===== config.mk =====
export PLATFORM = sky130hd
export DESIGN_NAME = fipi_ctrl
export DESIGN_NICKNAME = d
export VERILOG_FILES = /design/src/rtl/fipi_pkg.sv /design/src/rtl/fipi_decode.sv /design/src/rtl/fipi_slot.sv /design/src/rtl/fipi_ctrl.sv
export SDC_FILE = /design/constraint.sdc
export NUM_CORES = 1
export LEC_CHECK = 0
export BUFFER_PORTS_ARGS = -buffer_cell sky130_fd_sc_hd__buf_2
export CAP_MARGIN = 20
export CORE_MARGIN = 2
export CORE_UTILIZATION = 35
export DETAILED_ROUTE_END_ITERATION = 6
export PLACE_DENSITY_LB_ADDON = 0.25
export SLEW_MARGIN = 20
export SYNTH_ARGS = -nofsm -noshare
export SYNTH_HDL_FRONTEND = slang
export SYNTH_HIERARCHICAL = 1
export SYNTH_SLANG_ARGS = --single-unit

===== constraint.sdc =====
create_clock -name clk -period 2.5 [get_ports clk]
set_input_delay 0.25 -clock clk [delete_from_list [all_inputs] [get_ports clk]]
set_output_delay 0.25 -clock clk [all_outputs]
set_load 0.1 [all_outputs]

===== src/rtl/fipi_pkg.sv =====
package fipi_pkg;

    typedef enum logic [1:0] {
        RQ_NOW    = 2'd0,
        RQ_CANCEL = 2'd1,
        RQ_LATER  = 2'd2,
        RQ_QUIET  = 2'd3
    } rq_kind_e;

    localparam int unsigned CORE_LSB  = 0;
    localparam int unsigned CLUS_LSB  = 16;
    localparam int unsigned KIND_LSB  = 28;
    localparam int unsigned FIELD_W   = 8;

endpackage


===== src/rtl/fipi_decode.sv =====
module fipi_decode
    import fipi_pkg::*;
#(
    parameter int unsigned NCL   = 2,
    parameter int unsigned CPC   = 4,
    parameter int unsigned NCORE = NCL * CPC,
    parameter int unsigned SRC_W = $clog2(NCORE)
) (
    input  logic               req_valid,
    input  logic               req_global,
    input  logic [SRC_W-1:0]   req_src,
    input  logic [31:0]        req_word,
    output logic [NCORE-1:0]   hit,
    output rq_kind_e           kind
);

    int unsigned cl_i;
    int unsigned co_i;
    int unsigned flat_i;
    logic        in_range;
    logic        unused_bits;

    assign unused_bits = ^{req_word[31:30], req_word[27:24], req_word[15:8]};

    always_comb begin
        co_i     = 32'(req_word[CORE_LSB +: FIELD_W]);
        cl_i     = req_global ? 32'(req_word[CLUS_LSB +: FIELD_W])
                              : 32'(req_src) / CPC;
        in_range = req_valid && (cl_i < NCL) && (co_i < CPC);
        flat_i   = cl_i * CPC + co_i;
        kind     = rq_kind_e'(req_word[KIND_LSB +: 2]);
        for (int i = 0; i < NCORE; i++) begin
            hit[i] = in_range && (flat_i == 32'(i));
        end
    end

endmodule


===== src/rtl/fipi_slot.sv =====
module fipi_slot
    import fipi_pkg::*;
#(
    parameter int unsigned CNT_W = 8
) (
    input  logic             clk,
    input  logic             rst_n,
    input  logic             hit,
    input  rq_kind_e         kind,
    input  logic             clr,
    input  logic [CNT_W-1:0] delay,
    input  logic             idle,
    output logic             pend,
    output logic             wake
);

    typedef struct packed {
        logic             pend;
        logic             wk;
        logic             armed;
        logic [CNT_W-1:0] tmr;
    } slot_t;

    slot_t slot_d, slot_q;
    logic  set_p;
    logic  set_w;

    always_comb begin
        slot_d = slot_q;
        set_p  = 1'b0;
        set_w  = 1'b0;

        if (hit && kind == RQ_CANCEL) begin
            slot_d.armed = 1'b0;
        end else if (hit && kind == RQ_LATER) begin
            slot_d.armed = 1'b1;
            slot_d.tmr   = delay;
        end else if (slot_q.armed) begin
            if (slot_q.tmr == '0) begin
                set_p        = 1'b1;
                set_w        = 1'b1;
                slot_d.armed = 1'b0;
            end else begin
                slot_d.tmr = slot_q.tmr - 1'b1;
            end
        end

        if (hit && kind == RQ_NOW) begin
            set_p = 1'b1;
            set_w = 1'b1;
        end
        if (hit && kind == RQ_QUIET) begin
            set_p = 1'b1;
        end

        slot_d.pend = set_p | (slot_q.pend & ~clr);
        slot_d.wk   = set_w | (slot_q.wk & slot_d.pend);
    end

    always_ff @(posedge clk or negedge rst_n) begin
        if (!rst_n) begin
            slot_q <= '0;
        end else begin
            slot_q <= slot_d;
        end
    end

    assign pend = slot_q.pend;
    assign wake = slot_q.pend & slot_q.wk & idle;

endmodule


===== src/rtl/fipi_ctrl.sv =====
module fipi_ctrl
    import fipi_pkg::*;
#(
    parameter int unsigned NCL   = 2,
    parameter int unsigned CPC   = 4,
    parameter int unsigned CNT_W = 8,
    localparam int unsigned NCORE = NCL * CPC,
    localparam int unsigned SRC_W = $clog2(NCORE)
) (
    input  logic             clk,
    input  logic             rst_n,
    input  logic             req_valid,
    input  logic             req_global,
    input  logic [SRC_W-1:0] req_src,
    input  logic [31:0]      req_word,
    input  logic [NCORE-1:0] sr_wr_en,
    input  logic [NCORE-1:0] sr_wr_bit0,
    input  logic             cnt_wr_en,
    input  logic [CNT_W-1:0] cnt_wr_val,
    input  logic [NCORE-1:0] core_idle,
    output logic [NCORE-1:0] pending,
    output logic [NCORE-1:0] fiq,
    output logic [NCORE-1:0] wake,
    output logic [CNT_W-1:0] cur_delay
);

    typedef struct packed {
        logic [CNT_W-1:0] delay;
    } ctl_t;

    ctl_t             ctl_d, ctl_q;
    logic [NCORE-1:0] hit;
    rq_kind_e         kind;
    logic [NCORE-1:0] clr;

    fipi_decode #(
        .NCL   (NCL),
        .CPC   (CPC),
        .NCORE (NCORE),
        .SRC_W (SRC_W)
    ) u_dec (
        .req_valid  (req_valid),
        .req_global (req_global),
        .req_src    (req_src),
        .req_word   (req_word),
        .hit        (hit),
        .kind       (kind)
    );

    assign clr = sr_wr_en & sr_wr_bit0;

    for (genvar g = 0; g < NCORE; g++) begin : g_slot
        fipi_slot #(.CNT_W(CNT_W)) u_slot (
            .clk   (clk),
            .rst_n (rst_n),
            .hit   (hit[g]),
            .kind  (kind),
            .clr   (clr[g]),
            .delay (ctl_q.delay),
            .idle  (core_idle[g]),
            .pend  (pending[g]),
            .wake  (wake[g])
        );
    end

    always_comb begin
        ctl_d = ctl_q;
        if (cnt_wr_en) begin
            ctl_d.delay = cnt_wr_val;
        end
    end

    always_ff @(posedge clk or negedge rst_n) begin
        if (!rst_n) begin
            ctl_q <= '0;
        end else begin
            ctl_q <= ctl_d;
        end
    end

    assign fiq       = pending;
    assign cur_delay = ctl_q.delay;

endmodule


==> metrics.md <==
| Metric | Value |
|---|---|
| Outcome | `complete, but fails checks` |
| Failing checks | `negative setup slack` |
| Combinational power share | `37.3%` |
| Max FO, Critical Path | `8` |
| Switching share of power | `38.57%` |
| Initial DRC count | `542` |
| Aggregate routed wire length | `23900 um` |
| Vias in the first global route | `7337` |
| Largest net degree at the start of global routing | `53` |
| RSZ-0062 raised after global routing | `true` |
| Number of vias per cell | `5.722` |
| Post-Place Cells | `1236` |
| Fill cell count | `1784` |
| Cell count after synthesis | `804` |
| Global-route usage over all layers | `21.46%` |
| Worst slack, placed | `-1.052 ns` |
| Port Buffers | `87` |
| Root Buffer | `clkbuf_16` |
| Clock network fraction of design power | `23.1%` |
| CTS tree | `done` |
| Vias | `7393` |
| # DRC | `0` |
| Layout area overhead | `48.61%` |
| Fin worst setup slack | `-0.5235 ns` |
| Final hold vios | `0` |
| Share of cells above drive strength 1 | `49.02%` |
| YS warnings | `6` |
| Async set-reset flop share out of synthesis | `100.0%` |
| Post-synth net total | `897` |
| First-pass GRT wire length | `37890 um` |
| Final setup violation count | `81` |
| Post-route ant nets | `0` |
| Endpoint class of the critical path | `flop` |
| Hold Crit Class | `input port to flop` |
| Worst-path clk slew | `0.07 ns` |
| VDD IR max | `0.0003238 V` |
| P_sw | `2.336 mW` |
| Synth unique cells | `62` |
| Sequential power share | `39.6%` |
| Finished Layout Cells | `1292` |
| # clock sinks | `96` |
| Period minus WS final | `3.023 ns` |
| Mapped Area | `7224 sq um` |
| Crit path arrival time | `3.27 ns` |
| Period utilisation layout | `120.9%` |
| Cell Rows | `52` |
| Pwr Total | `6.057 mW` |
| Ant. Diodes | `0` |
| Final Core Density | `53.06%` |
| Routability cong. | `0.9153` |
| Crit path launch type | `input port` |
| Pins Over Slew Limit | `0` |
| Drt pass-1 iters | `5` |
| Routed len/inst | `18.49 um` |
| Die Footprint | `21810 sq um` |
| Mean Syn Cell Area | `8.986 sq um` |
| Max H-tree Level | `3` |
| Cell Pwr Density | `564.1 nW/um^2` |
| Leak | `4.601 nW` |
| Layout Nets | `1110` |
| Worst slew pin tran | `0.8024 ns` |
| Pint | `3.721 mW` |
| Synth Register Bits | `96` |
| Max-cap violations | `0` |
| Post-synth EDFFs | `0` |
| Setup CP Type | `input port to flop` |
| Detailed placement HPWL | `15630 um` |
| Final Skew | `0.01228 ns` |
| Max Freq | `330.7 MHz` |
| Gr ovfl total | `0` |
| Worst path required time | `2.74 ns` |
| Die width | `147.7 um` |
| Effective utilization at floorplan | `35.70%` |
| CTS Buf Count | `9` |
| Clock Path Buffers | `2` |
| Initial antenna violation count | `0` |
| Synth Flop Type | `dfrtp_1` |
| Latest clock arrival within the worst-skew pair | `0.35 ns` |
| Die height | `147.7 um` |
| Max-slew headroom | `46.51%` |
| Core area | `20230 sq um` |
| Top Ports | `104` |
| Sequential share of the synthesized area | `33.25%` |
-- state kept, by name (all words and copies together) (netlist names) --
signal,cells
g_slot.u_slot/slot_q,80
cur_delay,8
g_slot.u_slot/pend,8
-- repair_timing --
item	4_1_cts	5_1_grt
gates resized for setup	148	95
hold buffers	1	0
cloned	3	0
pin swaps	76	53
hold endpoints to repair	31	0
buffers inserted	25	18
endpoints found under the setup margin	82	88
-- power by group through the flow --
stage | Clock, mW | Combinational, mW | Sequential (mW)
after floorplan | 0 | 1.37 | 2.35
after global placement | 0 | 1.97 | 2.38
after detailed placement | 0 | 1.99 | 2.37
after CTS | 1.44 | 2.13 | 2.36
after global routing | 1.50 | 2.45 | 2.45
final | 1.40 | 2.26 | 2.40
-- cells in the final DEF, fill, tap and decap left out, drive strengths merged, types with 10 or more instances in the layout --
cell type  count
inv           62
and2          13
or3           23
a21oi         53
a21boi        15
nand3b        13
nor2          33
nor3          26
o21ai         69
or4b          16
o22ai         31
nand2         33
a22oi         31
and3          11
nor4          27
nor4b         16
o31ai         22
mux2          17
buf          246
ha            21
clkbuf        13
a211oi        15
dfrtp         96
nor2b         10
-- critical path, cell delays in order --
cell and delay [ns]:
buf_8 0.11, mux2_4 0.31, ha_4 0.19, ha_4 0.18, a31o_1 0.21, a21oi_2 0.19
buf_4 0.15, a211oi_4 0.04, nor4b_4 0.26, buf_12 0.19, nor4_4 0.06, buf_4 0.15
buf_12 0.12, nand2b_4 0.08, a21oi_4 0.06, or3_4 0.43, mux2_4 0.30
-- cell usage after synthesis, types with 3 or more instances --
cell / number / area (sq um)
a211oi_1: 15 / 112.6
a21boi_0: 15 / 112.6
a21oi_1: 53 / 265.3
a22oi_1: 31 / 232.7
a31oi_1: 8 / 50.05
a32oi_1: 8 / 70.07
and2_1: 13 / 81.33
and3_1: 9 / 56.30
and3b_1: 9 / 78.83
buf_4: 10 / 75.07
buf_6: 8 / 90.09
clkbuf_1: 26 / 97.59
dfrtp_1: 96 / 2402
ha_1: 21 / 262.8
inv_1: 62 / 232.7
mux2_4: 16 / 240.2
mux2i_1: 8 / 80.08
nand2_1: 33 / 123.9
nand2b_1: 9 / 56.30
nand3_1: 4 / 20.02
nand3b_1: 13 / 97.59
nand4_1: 4 / 25.02
nor2_1: 33 / 123.9
nor2b_1: 10 / 62.56
nor3_1: 26 / 130.1
nor4_1: 27 / 168.9
nor4b_1: 7 / 61.31
nor4b_4: 7 / 166.4
o2111ai_1: 3 / 26.28
o211a_1: 7 / 70.07
o21ai_0: 69 / 345.3
o22ai_1: 31 / 193.9
o31ai_1: 21 / 157.7
o41a_2: 7 / 87.58
or2_2: 7 / 43.79
or3_1: 22 / 137.6
or4b_4: 15 / 206.5
xnor2_1: 9 / 78.83
-- kinds of logic (layout without fill, tap and decap cells) --
group | after synthesis | count (layout) | share of synthesized area [%]
compound gates | 283 | 283 | 25.91
simple gates | 262 | 262 | 24.52
buf+inv | 108 | 326 | 6.997
flops | 96 | 96 | 33.25
mux | 25 | 25 | 4.590
fa+ha+maj | 21 | 21 | 3.637
xor+xnor | 9 | 9 | 1.091
-- layer usage --
layer / wire (um) / up-vias / part of all wire, % / GRT usage [%]
li1: - / 3485 / - / -
met1: 10740 / 3640 / 45 / 28.66
met2: 11410 / 220 / 48 / 35.53
met3: 1101 / 48 / 4.6 / 2.778
met4: 650 / 0 / 2.7 / 8.173
met5: 0 / - / 0 / 0
-- layout make-up --
class / instances / area, sq um / share of cell area, %
well taps: 270 / 337.8 / 3.147
repair buffers: 248 / 2082 / 19.39
clock inverters: 3 / 42.54 / 0.3962
flip-flops and latches: 96 / 2402 / 22.38
clock buffers: 13 / 240.2 / 2.238
inverters: 62 / 260.3 / 2.424
multi-input cells: 600 / 5371 / 50.03
-- final timing paths --
check	slack (ns)	cells after the start	from	to
max	-0.52	17	req_global	g_slot[5].u_slot/slot_q[1]
min	0.12	2	cnt_wr_val[4]	cur_delay[4]
max reg2reg	0.19	4	g_slot[7].u_slot/slot_q[4]	g_slot[7].u_slot/slot_q[1]
min reg2reg	0.55	1	g_slot[4].u_slot/slot_q[1]	g_slot[4].u_slot/slot_q[1]
max in group asynchronous	1.53	3	rst_n	g_slot[3].u_slot/slot_q[0]
min in group asynchronous	0.25	2	rst_n	g_slot[5].u_slot/slot_q[9]
-- through the flow --
stage	setup TNS [ns]	area [sq um]	hold WS (ns)
4_1_cts	-27.60	10210	0.1121
2_1_floorplan	-65.21	7629	-0.04559
5_1_grt	-37.89	10740	0.1107
3_3_place_gp	-76.81	9032	0.09057
6_report	-30.59	10740	0.1212
3_5_place_dp	-76.47	9032	0.08822
Power figures use the tool's default switching activity.
